`src/rtl/sa_pkg.sv`:
```
// Shared types for the scatter accumulator.
package sa_pkg;
    // Controller phases: initial clear sweep, accumulate, drain, dump, wait for release
    typedef enum logic [2:0] {
        ST_CLR,
        ST_ACC,
        ST_DRAIN,
        ST_DUMP,
        ST_DONE
    } sa_state_t;
endpackage

```
`src/rtl/sa_align.sv`:
```
// Delay line that holds each sample value for STAGES cycles so that it meets
// the address computed upstream. Assumes STAGES >= 0.
module sa_align #(
    parameter int W      = 8,
    parameter int STAGES = 5
) (
    input  logic         clk,
    input  logic         rst_n,
    input  logic [W-1:0] d,
    output logic [W-1:0] q
);
    generate
        if (STAGES == 0) begin : g_pass
            assign q = d;
        end else begin : g_dly
            logic [W-1:0] sr [STAGES];
            // Shift the value one stage per clock
            always_ff @(posedge clk) begin
                if (!rst_n) begin
                    for (int i = 0; i < STAGES; i++) sr[i] <= '0;
                end else begin
                    sr[0] <= d;
                    for (int i = 1; i < STAGES; i++) sr[i] <= sr[i-1];
                end
            end
            assign q = sr[STAGES-1];
        end
    endgenerate
endmodule

```
`src/rtl/sa_ctrl.sv`:
```
// Phase controller. After reset it sweeps the memory to zero. It then
// accumulates until dump_mode rises, waits for the commit pipeline to drain,
// sweeps every address for read-out and clear, and waits for dump_mode to fall.
// Assumes DEPTH is a power of two.
module sa_ctrl
    import sa_pkg::*;
#(
    parameter int DEPTH  = 16,
    parameter int ADDR_W = 4
) (
    input  logic              clk,
    input  logic              rst_n,
    input  logic              dump_mode,
    output logic              acc_en,
    output logic              flush_req,
    output logic              clr_wr,
    output logic              dump_rd,
    output logic [ADDR_W-1:0] sweep_addr
);
    // Commit pipeline: flush register, memory read, write-back
    localparam int DRAIN_CYC = 2;
    localparam int DC_W      = $clog2(DRAIN_CYC + 1);
    localparam logic [ADDR_W-1:0] LAST_A    = ADDR_W'(DEPTH - 1);
    localparam logic [DC_W-1:0]   DRAIN_END = DC_W'(DRAIN_CYC - 1);

    sa_state_t         st;
    logic [ADDR_W-1:0] cnt;
    logic [DC_W-1:0]   dcnt;

    // Phase sequencing and sweep counter
    always_ff @(posedge clk) begin
        if (!rst_n) begin
            st   <= ST_CLR;
            cnt  <= '0;
            dcnt <= '0;
        end else begin
            case (st)
                ST_CLR: begin
                    cnt <= cnt + 1'b1;
                    if (cnt == LAST_A) begin
                        st  <= ST_ACC;
                        cnt <= '0;
                    end
                end
                ST_ACC: begin
                    if (dump_mode) begin
                        st   <= ST_DRAIN;
                        dcnt <= '0;
                    end
                end
                ST_DRAIN: begin
                    dcnt <= dcnt + 1'b1;
                    if (dcnt == DRAIN_END) begin
                        st  <= ST_DUMP;
                        cnt <= '0;
                    end
                end
                ST_DUMP: begin
                    cnt <= cnt + 1'b1;
                    if (cnt == LAST_A) begin
                        st  <= ST_DONE;
                        cnt <= '0;
                    end
                end
                ST_DONE: begin
                    if (!dump_mode) st <= ST_ACC;
                end
                default: st <= ST_CLR;
            endcase
        end
    end

    // Decode phase into datapath controls
    always_comb begin
        acc_en     = (st == ST_ACC) && !dump_mode;
        flush_req  = (st == ST_ACC) && dump_mode;
        clr_wr     = (st == ST_CLR) || (st == ST_DUMP);
        dump_rd    = (st == ST_DUMP);
        sweep_addr = cnt;
    end
endmodule

```
`src/rtl/sa_hold.sv`:
```
// Holding accumulator. Merges runs of same-address samples into a single
// partial sum, and emits that sum as a registered commit when the target
// address changes or a flush is requested. Masked samples leave it untouched.
// As a result, two commits on consecutive cycles never share an address.
module sa_hold #(
    parameter int ADDR_W     = 4,
    parameter int DATA_W     = 8,
    parameter int SUM_W      = 16,
    parameter bit COUNT_MODE = 1'b0
) (
    input  logic              clk,
    input  logic              rst_n,
    input  logic              acc_en,
    input  logic              flush_req,
    input  logic              smp_valid,
    input  logic [ADDR_W-1:0] smp_addr,
    input  logic [DATA_W-1:0] data_al,
    output logic              fl_vld,
    output logic [ADDR_W-1:0] fl_addr,
    output logic [SUM_W-1:0]  fl_sum
);
    logic [SUM_W-1:0]  addend;
    logic              h_vld;
    logic [ADDR_W-1:0] h_addr;
    logic [SUM_W-1:0]  h_sum;
    logic              take;
    logic              hit;

    generate
        if (COUNT_MODE) begin : g_count
            assign addend = SUM_W'(1);
        end else begin : g_value
            assign addend = SUM_W'(data_al);
        end
    endgenerate

    assign take = acc_en && smp_valid;
    assign hit  = h_vld && (h_addr == smp_addr);

    // Merge, replace, or flush the held partial sum
    always_ff @(posedge clk) begin
        if (!rst_n) begin
            h_vld   <= 1'b0;
            h_addr  <= '0;
            h_sum   <= '0;
            fl_vld  <= 1'b0;
            fl_addr <= '0;
            fl_sum  <= '0;
        end else begin
            fl_vld <= 1'b0;
            if (flush_req) begin
                fl_vld  <= h_vld;
                fl_addr <= h_addr;
                fl_sum  <= h_sum;
                h_vld   <= 1'b0;
            end else if (take) begin
                if (hit) begin
                    h_sum <= h_sum + addend;
                end else begin
                    fl_vld  <= h_vld;
                    fl_addr <= h_addr;
                    fl_sum  <= h_sum;
                    h_vld   <= 1'b1;
                    h_addr  <= smp_addr;
                    h_sum   <= addend;
                end
            end
        end
    end
endmodule

```
`src/rtl/sa_store.sv`:
```
// Result memory with its read-modify-write adder and the dump port.
// A commit reads the location in one cycle and writes back the sum in the
// next. A dump read and the clear of the same address share one edge, and
// the read returns the old contents. Assumes the controller never overlaps
// commits with clear sweeps.
module sa_store #(
    parameter int DEPTH  = 16,
    parameter int ADDR_W = 4,
    parameter int SUM_W  = 16
) (
    input  logic              clk,
    input  logic              rst_n,
    input  logic              fl_vld,
    input  logic [ADDR_W-1:0] fl_addr,
    input  logic [SUM_W-1:0]  fl_sum,
    input  logic              clr_wr,
    input  logic              dump_rd,
    input  logic [ADDR_W-1:0] sweep_addr,
    output logic              wr_vld,
    output logic              out_valid,
    output logic [ADDR_W-1:0] out_addr,
    output logic [SUM_W-1:0]  out_sum,
    output logic              out_last
);
    localparam logic [ADDR_W-1:0] LAST_A = ADDR_W'(DEPTH - 1);

    logic [SUM_W-1:0]  mem [DEPTH];
    logic [SUM_W-1:0]  rd_q;
    logic [ADDR_W-1:0] rd_addr;
    logic [ADDR_W-1:0] c_addr;
    logic [SUM_W-1:0]  c_sum;

    assign rd_addr = dump_rd ? sweep_addr : fl_addr;

    // Synchronous read port
    always_ff @(posedge clk) begin
        rd_q <= mem[rd_addr];
    end

    // Write port: commit write-back has priority over clear
    always_ff @(posedge clk) begin
        if (wr_vld)      mem[c_addr]     <= rd_q + c_sum;
        else if (clr_wr) mem[sweep_addr] <= '0;
    end

    // Pipeline registers for write-back and dump output
    always_ff @(posedge clk) begin
        if (!rst_n) begin
            wr_vld   <= 1'b0;
            c_addr   <= '0;
            c_sum    <= '0;
            out_valid <= 1'b0;
            out_addr <= '0;
        end else begin
            wr_vld    <= fl_vld;
            c_addr    <= fl_addr;
            c_sum     <= fl_sum;
            out_valid <= dump_rd;
            out_addr  <= sweep_addr;
        end
    end

    assign out_sum  = rd_q;
    assign out_last = out_valid && (out_addr == LAST_A);
endmodule

```
`src/rtl/scatter_acc.sv`:
```
// Scatter accumulator top. Aligns the sample value to its late-arriving
// address, merges same-address runs, commits them to the result memory, and
// on request reads out and clears the memory in address order.
// Assumes DEPTH is a power of two and SUM_W >= DATA_W.
module scatter_acc #(
    parameter int DEPTH      = 16,
    parameter int DATA_W     = 8,
    parameter int SUM_W      = 16,
    parameter int ALIGN      = 5,
    parameter bit COUNT_MODE = 1'b0,
    localparam int ADDR_W    = $clog2(DEPTH)
) (
    input  logic              clk,
    input  logic              rst_n,
    input  logic              dump_mode,
    input  logic [DATA_W-1:0] smp_data,
    input  logic              smp_valid,
    input  logic [ADDR_W-1:0] smp_addr,
    output logic              out_valid,
    output logic [ADDR_W-1:0] out_addr,
    output logic [SUM_W-1:0]  out_sum,
    output logic              out_last
);
    logic [DATA_W-1:0] data_al;
    logic              acc_en;
    logic              flush_req;
    logic              clr_wr;
    logic              dump_rd;
    logic [ADDR_W-1:0] sweep_addr;
    logic              fl_vld;
    logic [ADDR_W-1:0] fl_addr;
    logic [SUM_W-1:0]  fl_sum;
    logic              wr_vld;

    sa_align #(.W(DATA_W), .STAGES(ALIGN)) u_align (
        .clk(clk), .rst_n(rst_n), .d(smp_data), .q(data_al)
    );

    sa_ctrl #(.DEPTH(DEPTH), .ADDR_W(ADDR_W)) u_ctrl (
        .clk(clk), .rst_n(rst_n), .dump_mode(dump_mode),
        .acc_en(acc_en), .flush_req(flush_req), .clr_wr(clr_wr),
        .dump_rd(dump_rd), .sweep_addr(sweep_addr)
    );

    sa_hold #(.ADDR_W(ADDR_W), .DATA_W(DATA_W), .SUM_W(SUM_W),
              .COUNT_MODE(COUNT_MODE)) u_hold (
        .clk(clk), .rst_n(rst_n), .acc_en(acc_en), .flush_req(flush_req),
        .smp_valid(smp_valid), .smp_addr(smp_addr), .data_al(data_al),
        .fl_vld(fl_vld), .fl_addr(fl_addr), .fl_sum(fl_sum)
    );

    sa_store #(.DEPTH(DEPTH), .ADDR_W(ADDR_W), .SUM_W(SUM_W)) u_store (
        .clk(clk), .rst_n(rst_n), .fl_vld(fl_vld), .fl_addr(fl_addr),
        .fl_sum(fl_sum), .clr_wr(clr_wr), .dump_rd(dump_rd),
        .sweep_addr(sweep_addr), .wr_vld(wr_vld), .out_valid(out_valid),
        .out_addr(out_addr), .out_sum(out_sum), .out_last(out_last)
    );
endmodule

```
`config.mk`:
```
export PLATFORM = sky130hd
export DESIGN_NAME = scatter_acc
export DESIGN_NICKNAME = d
export VERILOG_FILES = /design/src/rtl/sa_pkg.sv /design/src/rtl/sa_align.sv /design/src/rtl/sa_ctrl.sv /design/src/rtl/sa_hold.sv /design/src/rtl/sa_store.sv /design/src/rtl/scatter_acc.sv
export SDC_FILE = /design/constraint.sdc
export NUM_CORES = 1
export LEC_CHECK = 0
export CAP_MARGIN = 20
export CORE_ASPECT_RATIO = 1.75
export CORE_UTILIZATION = 61
export CTS_CLUSTER_DIAMETER = 40
export CTS_CLUSTER_SIZE = 30
export DETAILED_ROUTE_END_ITERATION = 7
export PLACE_DENSITY = 0.9
export SYNTH_ARGS = -nofsm -noshare
export SYNTH_HDL_FRONTEND = slang
export SYNTH_SLANG_ARGS = --single-unit
```
`constraint.sdc`:
```
create_clock -name clk -period 2.7 [get_ports clk]
set_input_delay 0.27 -clock clk [delete_from_list [all_inputs] [get_ports clk]]
set_output_delay 0.27 -clock clk [all_outputs]
set_load 0.01 [all_outputs]
```
==> impl_metrics.py, run 1 <==
metrics = {
    "global_routing": {
        "antenna_found_initial": 0,
        "grt_pass1_wl_um": 57100,
        "grt_remaining_overflow": 0,
        "grt_max_degree": 66,
        "grt_use_total_pct": 29.9,
        "grt_pass1_vias": 10518,
    },
    "yosys": {
        "async_flop_share_pct": 0,
        "dominantRegCellSynth": "edfxtp_1",
        "postSynthCellCount": 1191,
        "syn_avg_cell_area_um2": 13.1,
        "synth_edf_count": 256,
        "yosys_warnings": 0,
        "ys_seq_area_share_pct": 66.6,
        "syn-cell-area_um2": 15500,
        "syn-num-nets": 1234,
        "ys_ff_latch": 389,
        "synthDistinctLibCells": 61,
    },
    "drt": {
        "routedWlPerCell_um": 23.5,
        "dr.pass1.iters": 6,
        "finalWirelength_um": 37700,
        "drc": 0,
        "vias": 10249,
        "drt-initial-drc-count": 965,
        "vias_per_cell": 6.38,
        "antenna_left": 0,
    },
    "die": {
        "die_area_um2": 26200,
        "std_cell_rows": 77,
        "start_util_pct": 61.8,
        "die_w_um": 123,
        "io_pins": 38,
        "core-area_um2": 25100,
        "die_height_um": 213,
    },
    "clock_tree": {
        "cts_sinks": 389,
        "cts_tree": "yes",
        "cts_root_buf": "clkbuf_16",
        "cts-buffers-inserted": 26,
        "hold_buffers": 0,
        "cts.path.max_buffers": 3,
        "path_clk_slew_ns": 0.10,
        "cts_max_level": 1,
        "clk_latency_ns": 0.59,
    },
    "final_layout": {
        "final_common_cell": "edfxtp_1",
        "area_growth_pct": 13.7,
        "final_cell_mix": "256 x edfxtp_1, 182 x nand2_1, 133 x dfxtp_1",
        "seqCellArea_um2": 10300,
        "diodes": 0,
        "drive_above_1_share_pct": 11.0,
        "fin_util_pct": 70.3,
        "fill_cells": 1536,
        "multi_input_area_um2": 4900,
        "fin_nets": 1314,
    },
    "critical_path": {
        "slowest_stage": "a211oi_1",
        "path_class": "flip-flop to flip-flop",
        "worstPathMaxFanout": 16,
        "critical_path_required_ns": 3.09,
        "worst_r2r_path_depth": 9,
        "critPathLaunchType": "flip-flop",
        "cp-end-kind": "flip-flop",
        "r2r_start": "u_store.out_sum[1]",
        "crit_family": "compound AO/OA/AOI/OAI gates",
        "reg2reg_slack_ns": 0.05,
        "cp_slowest_stage_delay_ns": 0.37,
        "critPathBufInv": 2,
        "cp_cell_sequence": "buf_4 -> ha_1 -> a21o_1 -> nand4_1 -> a211oi_1 -> a31oi_1 -> o21ai_1 -> mux2i_1 -> buf_4",
        "critPathArrivalTime_ns": 3.04,
        "worstReg2RegEnd": "u_store.mem[11][15]",
        "cpMostUsedCell": "buf_4",
    },
    "outcome": {
        "status": "complete, no violations",
    },
    "sta": {
        "fin_hold_ws_ns": 0.0675,
        "min_period_ns": 2.65,
        "timing.final.ws_setup_ns": 0.0474,
        "slew_headroom_pct": 56.6,
        "finClkSkew_ns": 0.0464,
        "finalSetupViolCount": 0,
        "fin_crit_sh_pct": 98.2,
        "final_hold_viol_count": 0,
        "slew_violations": 0,
        "max_freq_mhz": 377,
        "tightest_slew_ns": 0.651,
    },
    "placement": {
        "gp_congestion": 0.927,
        "hpwl_um": 24800,
        "dp_slack_ns": -0.221,
        "portBuffers": 37,
    },
    "hold_path": {
        "min_path_cells": 3,
        "min_to": "u_hold.h_sum[4]",
        "hp-class": "input port to flip-flop",
        "min-delay-start": "rst_n",
    },
    "power_and_ir_drop": {
        "peakVddDrop_mv": 0.810,
        "p_per_area_nw_per_um2": 906,
        "leakagePower_nw": 6.57,
    },
    "run": {
        "max_cap_viol_count": 0,
    },
}
## worst max-delay path by stage
stage | from | endpoint | slack, ns | depth (start not counted)
after global routing | u_store.out_sum[1] | u_store.mem[11][13] | -0.02 | 9
final | u_store.out_sum[1] | u_store.mem[11][15] | 0.05 | 9
after detailed placement | u_store.out_sum[7] | u_store.mem[10][12] | -0.22 | 7
after floorplan | u_store.out_sum[4] | u_store.mem[0][7] | 0.18 | 7
after global placement | u_ctrl.st[2] | u_store.out_sum[5] | -0.16 | 8
after CTS | u_ctrl.st[2] | u_store.out_sum[5] | 0.008 | 8
## power breakdown
part           switching, mW  total, mW  internal (mW)
clock network           2.31       4.41           2.10
registers              0.318       7.88           7.57
logic                   2.47       3.73           1.26
## flip-flops by register name (all words and copies together) (netlist names)
name	flops
u_hold.h_addr	4
u_align.g_dly.sr	40
u_hold.fl_vld	1
u_hold.h_vld	1
u_hold.fl_addr	4
u_ctrl.dcnt	2
u_store.mem	256
u_hold.fl_sum	16
u_ctrl.sweep_addr	4
u_store.c_addr	4
u_store.out_sum	16
u_store.wr_vld	1
u_store.out_addr	4
u_ctrl.st	3
u_store.c_sum	16
u_hold.h_sum	16
u_store.out_valid	1
## Yosys cell counts, types with 2 or more instances
| master | number | share of area, % |
|---|---|---|
| a21boi_0 | 25 | 1.2 |
| o21ai_0 | 27 | 0.87 |
| nor3b_1 | 6 | 0.29 |
| clkbuf_1 | 29 | 0.70 |
| o211a_1 | 6 | 0.39 |
| edfxtp_1 | 256 | 49 |
| buf_6 | 7 | 0.51 |
| ha_1 | 25 | 2.0 |
| a221oi_1 | 13 | 0.73 |
| xnor2_1 | 11 | 0.62 |
| fa_1 | 2 | 0.26 |
| nand2_1 | 182 | 4.4 |
| xor2_1 | 16 | 0.90 |
| and3_1 | 22 | 0.89 |
| a21oi_1 | 33 | 1.1 |
| nand3_1 | 14 | 0.45 |
| a32oi_1 | 32 | 1.8 |
| and2_1 | 76 | 3.1 |
| dfxtp_1 | 133 | 17 |
| nor2b_1 | 6 | 0.24 |
| a32o_1 | 16 | 1.0 |
| nor2_1 | 56 | 1.4 |
| a211oi_1 | 9 | 0.43 |
| nand4_1 | 5 | 0.20 |
| a221oi_2 | 3 | 0.29 |
| o21bai_1 | 2 | 0.097 |
| o31ai_1 | 2 | 0.097 |
| nor3_1 | 10 | 0.32 |
| o32a_1 | 2 | 0.13 |
| inv_1 | 13 | 0.31 |
| buf_2 | 13 | 0.42 |
| a31oi_1 | 7 | 0.28 |
| mux2i_1 | 89 | 5.7 |
| buf_4 | 9 | 0.43 |
| nand2b_1 | 3 | 0.12 |
| a21o_1 | 6 | 0.29 |
## timing repair
action                     in CTS  in global routing
pin swaps                       0                  0
buffers inserted                0                  0
hold endpoints to repair        0                  0
setup endpoints to repair      81                109
resized for setup               7                  9
## final cells by class
cell class	count	share of cell area [%]
multi-input cells	730	27.7
inverters	13	0.276
clock inverters	20	1.71
flip-flops and latches	389	58.5
repair buffers	111	5.74
clock buffers	28	3.78
well taps	316	2.24
## stage by stage
step / instance area [um2] / total power, mW / cells / setup TNS (ns)
after floorplan: 15500 / 9.82 / 1191 / 0
after global placement: 16600 / 11.4 / 1558 / -0.278
after detailed placement: 16600 / 11.5 / 1558 / -6.19
after CTS: 17600 / 15.9 / 1606 / 0
after global routing: 17700 / 16.5 / 1607 / -0.233
final: 17700 / 16.0 / 1607 / 0
## worst register-to-register path: stages, from the launching register on
cell      delay [ns]
dfxtp_1         0.36
buf_4           0.15
ha_1            0.28
a21o_1          0.14
nand4_1         0.22
a211oi_1        0.37
a31oi_1         0.18
o21ai_1         0.24
mux2i_1         0.23
buf_4           0.25
## cells by family (layout without fill, tap and decap cells)
| kind of cell | after synthesis | in the layout | share of synthesized area, % |
|---|---|---|---|
| muxes | 91 | 91 | 5.89 |
| buffers and inverters | 72 | 172 | 2.40 |
| AOI/OAI and AO/OA | 195 | 195 | 9.44 |
| DFF | 389 | 389 | 66.6 |
| and+or+nand+nor | 390 | 390 | 11.9 |
| xor gates and xnor gates | 27 | 27 | 1.52 |
| adders and majority gates | 27 | 27 | 2.27 |
## metal layers
layer | routed length, um | vias up | GRT usage, %
li1 | - | 4532 | -
met1 | 12100 | 4984 | 30.5
met2 | 20200 | 555 | 54.1
met3 | 2560 | 178 | 4.01
met4 | 2870 | 0 | 23.0
met5 | 0 | - | 0
(Power assumes the default switching activity.)
==> run 2, diff against run 1 <==
Settings changed: CORE_ASPECT_RATIO 1.75 to 0.75.
==> impl_metrics.py, run 2 (synthesis gave the netlist of run 1 again) <==
metrics = {
    "drt": {
        "vias_per_cell": 6.24,
        "antenna_left": 0,
        "dr.pass1.iters": 5,
        "drt-initial-drc-count": 1056,
        "drc": 0,
        "vias": 10389,
        "routedWlPerCell_um": 23.2,
        "finalWirelength_um": 38600,
    },
    "global_routing": {
        "grt_max_degree": 42,
        "antenna_found_initial": 1,
        "grt_remaining_overflow": 0,
        "grt_use_total_pct": 29.5,
        "grt_pass1_vias": 10385,
        "grt_pass1_wl_um": 58500,
    },
    "clock_tree": {
        "cts_max_level": 2,
        "cts_sinks": 389,
        "path_clk_slew_ns": 0.07,
        "cts_tree": "yes",
        "cts-buffers-inserted": 38,
        "cts_root_buf": "clkbuf_16",
        "hold_buffers": 0,
        "clk_latency_ns": 0.55,
        "cts.path.max_buffers": 3,
    },
    "final_layout": {
        "largest-register": "u_store.mem",
        "reg.largest.list": "u_store.mem: 256 flops, u_align.g_dly.sr: 40 flops",
        "largest_reg_flops": 256,
        "final_cell_mix": "256 x edfxtp_1, 182 x nand2_1, 133 x dfxtp_1",
        "final_common_cell": "edfxtp_1",
        "fin_area_um2": 18300,
        "drive_above_1_share_pct": 13.3,
        "diodes": 0,
        "fin_nets": 1340,
        "fin_util_pct": 73.3,
        "area_growth_pct": 17.7,
    },
    "power_and_ir_drop": {
        "p_sw_share_pct": 30.0,
        "internal_power_mw": 12.4,
        "p_seq_share_pct": 44.5,
        "p_per_area_nw_per_um2": 968,
        "share_comb_of_total_power_pct": 22.2,
        "leakagePower_nw": 6.86,
        "peakVddDrop_mv": 0.705,
        "power.switching_mw": 5.32,
        "power_frac_clock_pct": 33.4,
    },
    "sta": {
        "finClkSkew_ns": 0.0197,
        "grt_setup_unrepaired": "no",
        "fin_hold_ws_ns": 0.199,
        "max_freq_mhz": 392,
        "slew_violations": 0,
        "slew_headroom_pct": 24.4,
        "min_period_ns": 2.55,
        "finalSetupViolCount": 0,
        "tightest_slew_ns": 1.13,
        "timing.final.ws_setup_ns": 0.148,
        "setup_tns_ns": 0,
        "fin_crit_sh_pct": 94.5,
        "final_hold_viol_count": 0,
    },
    "hold_path": {
        "min_path_cells": 2,
        "hp-class": "input port to flip-flop",
        "min_to": "u_hold.h_sum[1]",
        "min-delay-start": "rst_n",
    },
    "placement": {
        "gp_congestion": 0.946,
        "portBuffers": 37,
        "hpwl_um": 23400,
        "place_area_um2": 16800,
        "dp_slack_ns": -0.228,
    },
    "die": {
        "std_cell_rows": 50,
        "io_pins": 38,
        "start_util_pct": 62.3,
        "die_area_um2": 26100,
        "die_height_um": 140,
        "core-area_um2": 25000,
        "die_w_um": 186,
    },
    "critical_path": {
        "reg2reg_slack_ns": 0.15,
        "worstPathMaxFanout": 10,
        "r2r_start": "u_ctrl.st[0]",
        "critPathLaunchType": "flip-flop",
        "path_class": "flip-flop to flip-flop",
        "cp-end-kind": "flip-flop",
        "worst_r2r_path_depth": 7,
        "critical_path_required_ns": 3.11,
        "critPathArrivalTime_ns": 2.97,
        "worstReg2RegEnd": "u_store.out_sum[8]",
    },
    "outcome": {
        "status": "complete, no violations",
    },
    "run": {
        "max_cap_viol_count": 0,
    },
}
run 2: cell types whose count changed in the layout (fill, tap and decap cells not counted), sizes merged:
cell	change
bufinv	+5
clkinv	+1
clkbuf	+16
clkinvlp	+1
inv	-1
buf	+14
run 2: metal layers:
| layer | track usage (%) | part of all wire [%] | vias to the layer above |
|---|---|---|---|
| met5 | 0 | 0.034 | - |
| met4 | 12.4 | 3.7 | 2 |
| met3 | 5.31 | 10 | 116 |
| met2 | 49.0 | 48 | 604 |
| met1 | 38.6 | 38 | 5073 |
| li1 | - | - | 4594 |
run 2: worst max path at each step:
| stage | start | end | slack (ns) | cells past startpoint |
|---|---|---|---|---|
| after floorplan | u_store.out_sum[4] | u_store.mem[0][7] | 0.18 | 7 |
| after global placement | u_store.out_sum[4] | u_store.mem[3][15] | -0.13 | 7 |
| after detailed placement | u_store.out_sum[4] | u_store.mem[2][15] | -0.23 | 7 |
| after CTS | u_store.out_sum[0] | u_store.mem[9][4] | 0.03 | 7 |
| after global routing | u_store.out_sum[0] | u_store.mem[10][8] | 0.03 | 8 |
| final | u_ctrl.st[0] | u_store.out_sum[8] | 0.15 | 7 |
run 2: layout make-up:
cell class              count  area (um2)
clock buffers              44        1020
clock inverters            26         398
fillers                  1452        6660
inverters                  13        48.8
multi-input cells         730        4900
flip-flops and latches    389       10300
well taps                 338         423
repair buffers            125        1150
run 2: worst max-delay path, stage by stage, from the launching register on:
cell and delay [ns]:
dfxtp_1 0.42, and3b_1 0.29, o31ai_2 0.95, buf_4 0.25
buf_4 0.14, a32o_1 0.13, a221oi_1 0.05, and3_1 0.20
run 2: power groups by stage:
stage / Clock [mW] / Combinational [mW] / Sequential (mW)
after floorplan: 0 / 1.88 / 7.94
after global placement: 0 / 3.53 / 7.96
after detailed placement: 0 / 3.69 / 8.00
after CTS: 5.92 / 3.82 / 7.88
after global routing: 6.15 / 4.17 / 7.92
final: 5.91 / 3.93 / 7.88
run 2: through the flow:
step,instances,total power [mW]
after floorplan,1191,9.82
after global routing,1665,18.2
final,1665,17.7
after detailed placement,1594,11.7
after CTS,1664,17.6
after global placement,1594,11.5
run 2: repair_timing:
action,in CTS,in global routing
setup endpoints to repair,80,104
buffers inserted,0,1
endpoints found under the hold margin,0,0
gates resized for setup,9,6
